`src/rtl/reduce_chunker_pkg.sv`:
```
package reduce_chunker_pkg;
    typedef enum logic [2:0] {
        ST_IDLE,
        ST_CHECK,
        ST_EMIT,
        ST_FINISH,
        ST_FAULT
    } chunk_state_e;

    localparam int DTYPE_W = 4;
    localparam int SIZE_W  = 4;
endpackage

```
`src/rtl/rc_dtype_size.sv`:
```
module rc_dtype_size
    import reduce_chunker_pkg::*;
(
    input  logic [DTYPE_W-1:0] code,
    output logic [SIZE_W-1:0]  nbytes
);
    always_comb begin
        unique case (code)
            4'd2, 4'd3, 4'd13, 4'd14, 4'd15: nbytes = 4'd1;
            4'd4, 4'd5, 4'd6, 4'd7:          nbytes = 4'd2;
            4'd8, 4'd9, 4'd10:               nbytes = 4'd4;
            4'd1, 4'd12:                     nbytes = 4'd8;
            default:                         nbytes = 4'd0;
        endcase
    end
endmodule

```
`src/rtl/rc_pkt_size.sv`:
```
module rc_pkt_size
    import reduce_chunker_pkg::*;
#(
    parameter int CNT_W       = 24,
    parameter int BYTE_W      = CNT_W + 4,
    parameter int NUM_CLASS   = 5,
    parameter int PRIO_W      = 3,
    parameter int ARCH_W      = 3,
    parameter int ARCH_SMALL  = 2,
    parameter int ARCH_LG_LO  = 3,
    parameter int ARCH_LG_HI  = 4,
    parameter int LIMIT_SMALL = 1024,
    parameter int LIMIT_LARGE = 2048,
    parameter int GRAIN       = 32
) (
    input  logic [CNT_W-1:0]            count,
    input  logic [SIZE_W-1:0]           nbytes,
    input  logic [PRIO_W-1:0]           prio,
    input  logic [ARCH_W-1:0]           arch,
    input  logic [NUM_CLASS*BYTE_W-1:0] caps,
    output logic [BYTE_W-1:0]           total_bytes,
    output logic [BYTE_W-1:0]           pkt_bytes,
    output logic                        cfg_bad
);
    localparam logic [BYTE_W-1:0] GRAIN_MASK = ~BYTE_W'(GRAIN - 1);
    localparam logic [BYTE_W-1:0] LIM_S      = BYTE_W'(LIMIT_SMALL);
    localparam logic [BYTE_W-1:0] LIM_L      = BYTE_W'(LIMIT_LARGE);

    logic [BYTE_W-1:0] cap_arr [NUM_CLASS];
    logic [BYTE_W-1:0] cap_sel;
    logic [BYTE_W-1:0] lim_elems;
    logic [BYTE_W-1:0] lim_bytes;
    logic [BYTE_W-1:0] after_cap;
    logic [BYTE_W-1:0] after_lim;
    logic              prio_bad;
    logic              arch_bad;

    genvar g;
    generate
        for (g = 0; g < NUM_CLASS; g++) begin : g_cap
            assign cap_arr[g] = caps[g*BYTE_W +: BYTE_W];
        end
    endgenerate

    always_comb begin
        cap_sel  = '0;
        prio_bad = 1'b1;
        for (int i = 0; i < NUM_CLASS; i++) begin
            if (prio == PRIO_W'(i)) begin
                cap_sel  = cap_arr[i];
                prio_bad = 1'b0;
            end
        end
    end

    always_comb begin
        arch_bad  = 1'b0;
        lim_elems = '0;
        if (arch == ARCH_W'(ARCH_SMALL)) begin
            lim_elems = LIM_S;
        end else if (arch >= ARCH_W'(ARCH_LG_LO) && arch <= ARCH_W'(ARCH_LG_HI)) begin
            lim_elems = LIM_L;
        end else begin
            arch_bad = 1'b1;
        end
    end

    assign total_bytes = BYTE_W'(count) * BYTE_W'(nbytes);
    assign lim_bytes   = lim_elems * BYTE_W'(nbytes);
    assign after_cap   = (cap_sel != '0 && total_bytes > cap_sel) ? cap_sel : total_bytes;
    assign after_lim   = (after_cap > lim_bytes) ? lim_bytes : after_cap;
    assign pkt_bytes   = after_lim & GRAIN_MASK;
    assign cfg_bad     = prio_bad | arch_bad | (nbytes == '0);
endmodule

```
`src/rtl/rc_chunk_seq.sv`:
```
module rc_chunk_seq
    import reduce_chunker_pkg::*;
#(
    parameter int BYTE_W = 28
) (
    input  logic              clk,
    input  logic              rst_n,
    input  logic              start,
    input  logic [BYTE_W-1:0] total_bytes,
    input  logic [BYTE_W-1:0] pkt_bytes,
    input  logic              cfg_bad,
    input  logic              chunk_ready,
    output logic              take_req,
    output logic              chunk_valid,
    output logic [BYTE_W-1:0] chunk_off,
    output logic [BYTE_W-1:0] chunk_len,
    output logic              done,
    output logic              error
);
    chunk_state_e state_q, state_d;
    logic [BYTE_W-1:0] off_q, rem_q, pkt_q;
    logic              handshake;
    logic              final_piece;

    assign handshake   = chunk_valid && chunk_ready;
    assign final_piece = rem_q <= pkt_q;
    assign chunk_off   = off_q;

    always_ff @(posedge clk or negedge rst_n) begin
        if (!rst_n) state_q <= ST_IDLE;
        else        state_q <= state_d;
    end

    always_comb begin
        state_d = state_q;
        unique case (state_q)
            ST_IDLE:   if (start) state_d = ST_CHECK;
            ST_CHECK: begin
                if (cfg_bad)                 state_d = ST_FAULT;
                else if (total_bytes == '0)  state_d = ST_FINISH;
                else if (pkt_bytes == '0)    state_d = ST_FAULT;
                else                         state_d = ST_EMIT;
            end
            ST_EMIT:   if (handshake && final_piece) state_d = ST_FINISH;
            ST_FINISH: state_d = ST_IDLE;
            ST_FAULT:  state_d = ST_IDLE;
            default:   state_d = ST_IDLE;
        endcase
    end

    always_comb begin
        take_req    = 1'b0;
        chunk_valid = 1'b0;
        done        = 1'b0;
        error       = 1'b0;
        chunk_len   = final_piece ? rem_q : pkt_q;
        unique case (state_q)
            ST_IDLE:   take_req    = start;
            ST_CHECK:  ;
            ST_EMIT:   chunk_valid = 1'b1;
            ST_FINISH: done        = 1'b1;
            ST_FAULT:  error       = 1'b1;
            default:   ;
        endcase
    end

    always_ff @(posedge clk or negedge rst_n) begin
        if (!rst_n) begin
            off_q <= '0;
            rem_q <= '0;
            pkt_q <= '0;
        end else if (state_q == ST_CHECK) begin
            off_q <= '0;
            rem_q <= total_bytes;
            pkt_q <= pkt_bytes;
        end else if (handshake) begin
            off_q <= off_q + chunk_len;
            rem_q <= rem_q - chunk_len;
        end
    end
endmodule

```
`src/rtl/reduce_chunker.sv`:
```
module reduce_chunker
    import reduce_chunker_pkg::*;
#(
    parameter int CNT_W     = 24,
    parameter int BYTE_W    = CNT_W + 4,
    parameter int NUM_CLASS = 5,
    parameter int PRIO_W    = 3,
    parameter int ARCH_W    = 3
) (
    input  logic                        clk,
    input  logic                        rst_n,
    input  logic                        start,
    input  logic [CNT_W-1:0]            elem_count,
    input  logic [DTYPE_W-1:0]          dtype_code,
    input  logic [PRIO_W-1:0]           prio_class,
    input  logic [ARCH_W-1:0]           arch_id,
    input  logic [NUM_CLASS*BYTE_W-1:0] class_caps,
    input  logic                        chunk_ready,
    output logic                        chunk_valid,
    output logic [BYTE_W-1:0]           chunk_off,
    output logic [BYTE_W-1:0]           chunk_len,
    output logic                        done,
    output logic                        error
);
    logic [CNT_W-1:0]   cnt_q;
    logic [DTYPE_W-1:0] dt_q;
    logic [PRIO_W-1:0]  prio_q;
    logic [ARCH_W-1:0]  arch_q;
    logic               take_req;
    logic [SIZE_W-1:0]  nbytes;
    logic [BYTE_W-1:0]  total_bytes;
    logic [BYTE_W-1:0]  pkt_bytes;
    logic               cfg_bad;

    always_ff @(posedge clk or negedge rst_n) begin
        if (!rst_n) begin
            cnt_q  <= '0;
            dt_q   <= '0;
            prio_q <= '0;
            arch_q <= '0;
        end else if (take_req) begin
            cnt_q  <= elem_count;
            dt_q   <= dtype_code;
            prio_q <= prio_class;
            arch_q <= arch_id;
        end
    end

    rc_dtype_size u_size (
        .code   (dt_q),
        .nbytes (nbytes)
    );

    rc_pkt_size #(
        .CNT_W     (CNT_W),
        .BYTE_W    (BYTE_W),
        .NUM_CLASS (NUM_CLASS),
        .PRIO_W    (PRIO_W),
        .ARCH_W    (ARCH_W)
    ) u_pkt (
        .count       (cnt_q),
        .nbytes      (nbytes),
        .prio        (prio_q),
        .arch        (arch_q),
        .caps        (class_caps),
        .total_bytes (total_bytes),
        .pkt_bytes   (pkt_bytes),
        .cfg_bad     (cfg_bad)
    );

    rc_chunk_seq #(
        .BYTE_W (BYTE_W)
    ) u_seq (
        .clk         (clk),
        .rst_n       (rst_n),
        .start       (start),
        .total_bytes (total_bytes),
        .pkt_bytes   (pkt_bytes),
        .cfg_bad     (cfg_bad),
        .chunk_ready (chunk_ready),
        .take_req    (take_req),
        .chunk_valid (chunk_valid),
        .chunk_off   (chunk_off),
        .chunk_len   (chunk_len),
        .done        (done),
        .error       (error)
    );
endmodule

```
`config.mk`:
```
export PLATFORM = sky130hd
export DESIGN_NAME = reduce_chunker
export DESIGN_NICKNAME = d
export VERILOG_FILES = /design/src/rtl/reduce_chunker_pkg.sv /design/src/rtl/rc_dtype_size.sv /design/src/rtl/rc_pkt_size.sv /design/src/rtl/rc_chunk_seq.sv /design/src/rtl/reduce_chunker.sv
export SDC_FILE = /design/constraint.sdc
export NUM_CORES = 1
export LEC_CHECK = 0
export BUFFER_PORTS_ARGS = -buffer_cell sky130_fd_sc_hd__buf_2
export CAP_MARGIN = 20
export CORE_ASPECT_RATIO = 1.5
export CORE_UTILIZATION = 52
export CTS_CLUSTER_DIAMETER = 60
export DETAILED_ROUTE_END_ITERATION = 8
export PLACE_DENSITY = 0.75
export SYNTH_ARGS = -nofsm -noshare
export SYNTH_HDL_FRONTEND = slang
export SYNTH_SLANG_ARGS = --single-unit
export TNS_END_PERCENT = 100
```
`constraint.sdc`:
```
create_clock -name clk -period 22 [get_ports clk]
set_input_delay 2.2 -clock clk [delete_from_list [all_inputs] [get_ports clk]]
set_output_delay 2.2 -clock clk [all_outputs]
set_load 0.05 [all_outputs]
```
==> qor.csv, run 1 <==
stage,metric,value,unit
status,status,"finished, final reports clean",
timing,crit share post-route,43.0,%
critical_path,Worst Setup End Kind,flop,
synthesis,"Async S/R FF share, synth",100,%
clocking,maximum level of the CTS H-tree,4,
timing,Hold WS,0.478,ns
critical_path,Worst path max stage delay,0.55,ns
clocking,number of clock sinks,116,
timing,setup_tns,0,ns
timing,clock skew,0.00971,ns
synthesis,mean post-synth cell area,8.26,um2
synthesis,register area share after synthesis,21.1,%
global_route,total grt overflow,0,
synthesis,simple-gate share of the synthesized area,18.0,%
clocking,Clock Tree Root,clkbuf_16,
synthesis,Syn Std Cell Area,0.0137,mm2
synthesis,Yosys warnings,0,
synthesis,xor and xnor area share after synthesis,4.02,%
critical_path,Worst path slowest cell,fa_1,
critical_path,flop2flop setup slack,12.54,ns
floorplanning,DIE HEIGHT,201,um
floorplanning,IO Pins,237,
route,Routed wire per std cell,18.0,um
timing,fmax,106,MHz
route,router iterations before antenna repair,5,
timing,PnR worst setup slack,12.54,ns
placement,count of input and output buffers,236,
synthesis,Synth Register Bits,116,
clocking,CTS buffer count,17,
clocking,post-cts resize count,0,
synthesis,"count leader, synth",ha_1,
critical_path,Worst Path Max Fanout,25,
synthesis,largest area contributor in the netlist,dfrtp_1,
critical_path,Critical Path Sink,u_seq.state_q[1],
clocking,"Hold-fix buffers, CTS",0,
synthesis,top_reg_cell synth,dfrtp_1,
route,Vias/cell,5.98,
global_route,gr usage total,29.4,%
synthesis,synth cell count leaders,"ha_1, inv_1, a21oi_1",
layout,share of layout cells above drive strength 1,18.7,%
timing,RSZ-0062 raised after global routing,false,
critical_path,Reg-to-Reg End,u_seq.state_q[1],
synthesis,Compound-Gate Fraction of Synth Area,23.6,%
synthesis,Mapped Cells,1663,
route,1st-iter DRT viols,813,
floorplanning,die area,0.0271,mm2
placement,"worst slack, placed",12.71,ns
critical_path,Setup crit start,dt_q[2],
floorplanning,core footprint,0.0259,mm2
clocking,Clock Path Buffers,2,
clocking,CTS tree,built,
timing,final hold viol count,0,
timing,final setup fails,0,
critical_path,CP arrival,9.78,ns
critical_path,crit path kind,reg2reg,
floorplanning,cell row count,72,
hold_path,min-delay src,u_seq.pkt_q[8],
timing,worst slew pin tran,0.939,ns
global_route,vias in the first global route,12800,
global_route,largest net degree at the start of global routing,83,
timing,slew margin rel.,37.2,%
global_route,initial antenna violation count,0,
synthesis,count of flip-flops with a built-in enable after synthesis,0,
layout,Total Nets Final,2230,
synthesis,syn nets,2034,
clocking,"Reg clk slew, reported paths",0.06,ns
hold_path,Hold WC Path Type,reg2reg,
route,Total Routed Length,39600,um
layout,ant diodes,0,
critical_path,RR Startpoint,dt_q[2],
route,vias,13200,
clocking,"Clk Latency, worst-skew pair",0.44,ns
layout,Layout fillers,2319,
timing,"Slew Viols, Final",0,
route,Remaining DRCs,0,
critical_path,Required @ worst endpoint,22.32,ns
synthesis,Synth top area share,21.1,%
synthesis,main combinational cell family by area after synthesis,compound AO/OA/AOI/OAI gates,
route,Post-DRT Antenna Nets,0,
placement,post-DP HPWL,31500,um
synthesis,adder-cell share of the synthesized area,20.0,%
floorplanning,initial cell density of the core,53.1,%
critical_path,Setup crit start kind,flop,
synthesis,dominant cells by area after synthesis,"dfrtp_1, ha_1, fa_1",
placement,Placer Congestion,0.967,
critical_path,cells on worst reg2reg path,38,
layout,synthesis-to-layout area growth,14.6,%
timing,min Tclk post-route,9.46,ns
floorplanning,die width,135,um
synthesis,synth unique cells,88,
global_route,global-route wire length before repair,63400,um
synthesis,mux share of post-synthesis cell area,6.79,%
clocking,Setup Buffers After CTS,0,
run,max-cap violations,0,
[metal layers]
| layer | track usage [%] | part of all wire, % |
|---|---|---|
| met3 | 3.59 | 4.3 |
| met4 | 13.2 | 3.8 |
| met1 | 36.0 | 41 |
| met5 | 0 | 0 |
| met2 | 51.1 | 51 |
[critical path: cells and delay by family, from the launching register on]
family                   cells  cell delay (ns)
AO/OA/AOI/OAI               19             4.80
adder cells (fa/ha/maj)      5             2.05
buffers and inverters        3             0.32
flip-flops                   1             0.42
multiplexers                 2             0.59
AND/OR/NAND/NOR              9             1.15
[worst min path at each step]
| stage | endpoint | cells after the start | slack (ns) |
|---|---|---|---|
| floorplan | u_seq.pkt_q[8] | 2 | 0.45 |
| global placement | u_seq.pkt_q[15] | 2 | 0.46 |
| detailed placement | u_seq.pkt_q[11] | 2 | 0.47 |
| CTS | u_seq.pkt_q[11] | 2 | 0.49 |
| global route | u_seq.pkt_q[13] | 2 | 0.52 |
| finish | u_seq.pkt_q[8] | 2 | 0.48 |
[logic make-up after synthesis]
family / after synthesis
AOI/OAI and AO/OA: 497
and+or+nand+nor: 491
buffers and inverters: 216
adders and majority gates: 193
DFF: 116
muxes: 86
xor gates and xnor gates: 63
other: 1
[registers in the layout (all words and copies together) (netlist names)]
register	count
cnt_q	24
u_seq.rem_q	28
dt_q	4
u_seq.state_q	3
arch_q	3
u_seq.pkt_q	23
prio_q	3
u_seq.chunk_off	28
[cell type report]
class / count / area [um2] / share of cell area, %
tap: 333 / 417 / 2.65
multi-input combinational: 1331 / 9970 / 63.3
inverter: 142 / 533 / 3.39
sequential: 116 / 2900 / 18.4
clock inverter: 9 / 151 / 0.962
timing repair buffer: 251 / 1300 / 8.24
clock buffer: 21 / 470 / 2.99
[cells in the final DEF (no fill, tap or decap), types with 7 or more instances in the layout]
cell         n
a31oi_1     11
xnor2_1     31
mux2i_1     47
nand2_1    115
mux2_2      37
o22ai_1     19
a211oi_1    22
buf_4       16
nand3_1     54
and3_1       7
a22oi_1     19
nor2b_1     14
nand4_1     15
a21oi_1    129
nor3_1      29
nor2_1     116
xor2_1      32
buf_2      235
a21o_1      48
o211ai_1    10
ha_1       148
dfrtp_1    115
clkbuf_16   17
and2_1      80
o31ai_1     11
a21boi_0    11
o21a_1      18
inv_1      141
o21ai_0    121
fa_1        45
nand2b_1    13
o21bai_1     7
[stage by stage]
stage / utilization (%) / area, um2 / cells
after floorplan: - / 13700 / 1663
after global placement: 58.5 / 15100 / 2173
after detailed placement: 58.5 / 15100 / 2173
after CTS: 60.9 / 15700 / 2203
after global routing: 60.9 / 15700 / 2203
final: 60.9 / 15700 / 2203
Power of run 1 is not shown: default switching activity piles up to over one toggle a cycle in this logic, so the estimate is an artifact.
==> run 2, diff against run 1 <==
Clock period 22 ns to 9 ns, I/O delays scaled along.
==> run 2 against run 1 <==
- worst hold slack better by 0.0019 ns
- cell count is 0.41% higher
- global-route usage is 0.37 points higher
- via count is 0.11% lower
- cell area is 0.63% higher
- core utilization is 0.38 points higher
- routed wire length is 1.1% higher
- worst setup slack worse by 12 ns
- sequential share of layout area is 0.12 points lower
- critical path type unchanged
==> qor.csv, run 2 (synthesized netlist as in run 1, its figures left out) <==
stage,metric,value,unit,change
status,status,"finished, final reports clean",,
clocking,CTS buffer count,17,,unchanged
timing,"Slew Viols, Final",0,,unchanged
layout,share of layout cells above drive strength 1,19.4,%,+0.76 points
timing,final hold viol count,0,,unchanged
floorplanning,initial cell density of the core,53.1,%,unchanged
global_route,vias in the first global route,12900,,+1.3%
floorplanning,die width,135,um,unchanged
route,Remaining DRCs,0,,unchanged
layout,Total Nets Final,2238,,+0.36%
route,Vias/cell,5.95,,-0.51%
floorplanning,cell row count,72,,unchanged
floorplanning,die area,0.0271,mm2,unchanged
placement,Placer Congestion,0.967,,about the same
clocking,Clock Path Buffers,2,,unchanged
critical_path,Required @ worst endpoint,9.31,ns,-13.01 ns
layout,synthesis-to-layout area growth,15.3,%,
timing,setup_tns,0,ns,unchanged
critical_path,Worst Path Max Fanout,9,,-64%
global_route,largest net degree at the start of global routing,71,,-14%
critical_path,Worst Setup End Kind,flop,,
run,max-cap violations,0,,unchanged
global_route,gr usage total,29.8,%,+0.37 points
critical_path,crit path kind,reg2reg,,
timing,fmax,117,MHz,+10%
placement,count of input and output buffers,236,,unchanged
critical_path,Setup crit start kind,flop,,
floorplanning,DIE HEIGHT,201,um,unchanged
clocking,Clock Tree Root,clkbuf_16,,
route,1st-iter DRT viols,813,,unchanged
clocking,number of clock sinks,116,,unchanged
clocking,"Clk Latency, worst-skew pair",0.43,ns,about the same
clocking,"Hold-fix buffers, CTS",0,,unchanged
critical_path,CP arrival,8.88,ns,-0.90 ns
clocking,"Reg clk slew, reported paths",0.06,ns,about the same
timing,worst slew pin tran,0.899,ns,-0.0400 ns
floorplanning,core footprint,0.0259,mm2,unchanged
route,router iterations before antenna repair,5,,unchanged
timing,final setup fails,0,,unchanged
route,Routed wire per std cell,18.1,um,+0.72%
critical_path,Worst path max stage delay,0.53,ns,-0.02 ns
timing,RSZ-0062 raised after global routing,false,,
hold_path,Hold WC Path Type,in2async,,
clocking,maximum level of the CTS H-tree,4,,unchanged
route,Total Routed Length,40100,um,+1.1%
placement,post-DP HPWL,31800,um,+0.84%
layout,most frequent cells in the layout,"buf_2, ha_1, inv_1",,
route,vias,13200,,-0.11%
timing,min Tclk post-route,8.56,ns,-0.897 ns
timing,slew margin rel.,39.9,%,+2.7 points
clocking,CTS tree,built,,
critical_path,Worst path slowest cell,fa_1,,
route,Post-DRT Antenna Nets,0,,unchanged
layout,"most common cell after layout, fill and taps aside",buf_2,,
timing,clock skew,0.0116,ns,+0.00191 ns
global_route,global-route wire length before repair,64200,um,+1.3%
global_route,total grt overflow,0,,unchanged
global_route,initial antenna violation count,0,,unchanged
layout,ant diodes,0,,unchanged
floorplanning,IO Pins,237,,unchanged
timing,crit share post-route,95.2,%,+52 points
## run 2: routing by layer
layer,up-vias,track usage (%),part of all wire [%]
met5,-,0,0
met3,105,4.12,4.6
li1,6373,-,-
met4,0,13.2,4.0
met1,6283,36.0,41
met2,403,52.0,50
## run 2: final timing paths
check / from / to / slack [ns] / depth (start not counted)
worst max-delay path: dt_q[2] / u_seq.state_q[1] / 0.44 / 37
worst min-delay path: rst_n / u_seq.chunk_off[25] / 0.48 / 1
min in group clk: u_seq.pkt_q[14] / u_seq.pkt_q[14] / 0.48 / 2
max in group asynchronous: rst_n / prio_q[0] / 7.15 / 2
worst min register to register: u_seq.pkt_q[14] / u_seq.pkt_q[14] / 0.48 / 2
worst max register to register: dt_q[2] / u_seq.state_q[1] / 0.44 / 37
## run 2: critical path, delay by kind of cell, from the launching register on
kind | cells | cell delay, ns
buf+inv | 3 | 0.31
fa+ha+maj | 5 | 2.02
mux | 2 | 0.50
flops | 1 | 0.43
compound gates | 18 | 3.96
simple gates | 9 | 1.23
## run 2: area by class of cell
type | count | area, um2
Fill cell | 2317 | 10000
Clock inverter | 14 | 201
Clock buffer | 17 | 425
Inverter | 142 | 533
Multi-Input combinational cell | 1331 | 10000
Sequential cell | 116 | 2900
Timing Repair Buffer | 259 | 1360
Tap cell | 333 | 417
## run 2: per-stage QoR
step	cell area [um2]	hold slack (ns)	util, %	setup slack [ns]	cells
floorplan	13700	0.449	-	0.884	1663
global placement	15200	0.469	58.6	0.567	2178
detailed placement	15200	0.473	58.6	0.288	2178
CTS	15800	0.485	61.0	0.271	2209
global route	15800	0.507	61.3	0.0468	2212
finish	15800	0.480	61.3	0.436	2212
## run 2: timing repair
action,4_1_cts,5_1_grt
setup endpoints to repair,0,14
buffers inserted,0,2
endpoints found under the hold margin,0,0
gates resized for setup,0,8
Power of run 2 is left out for the same reason.
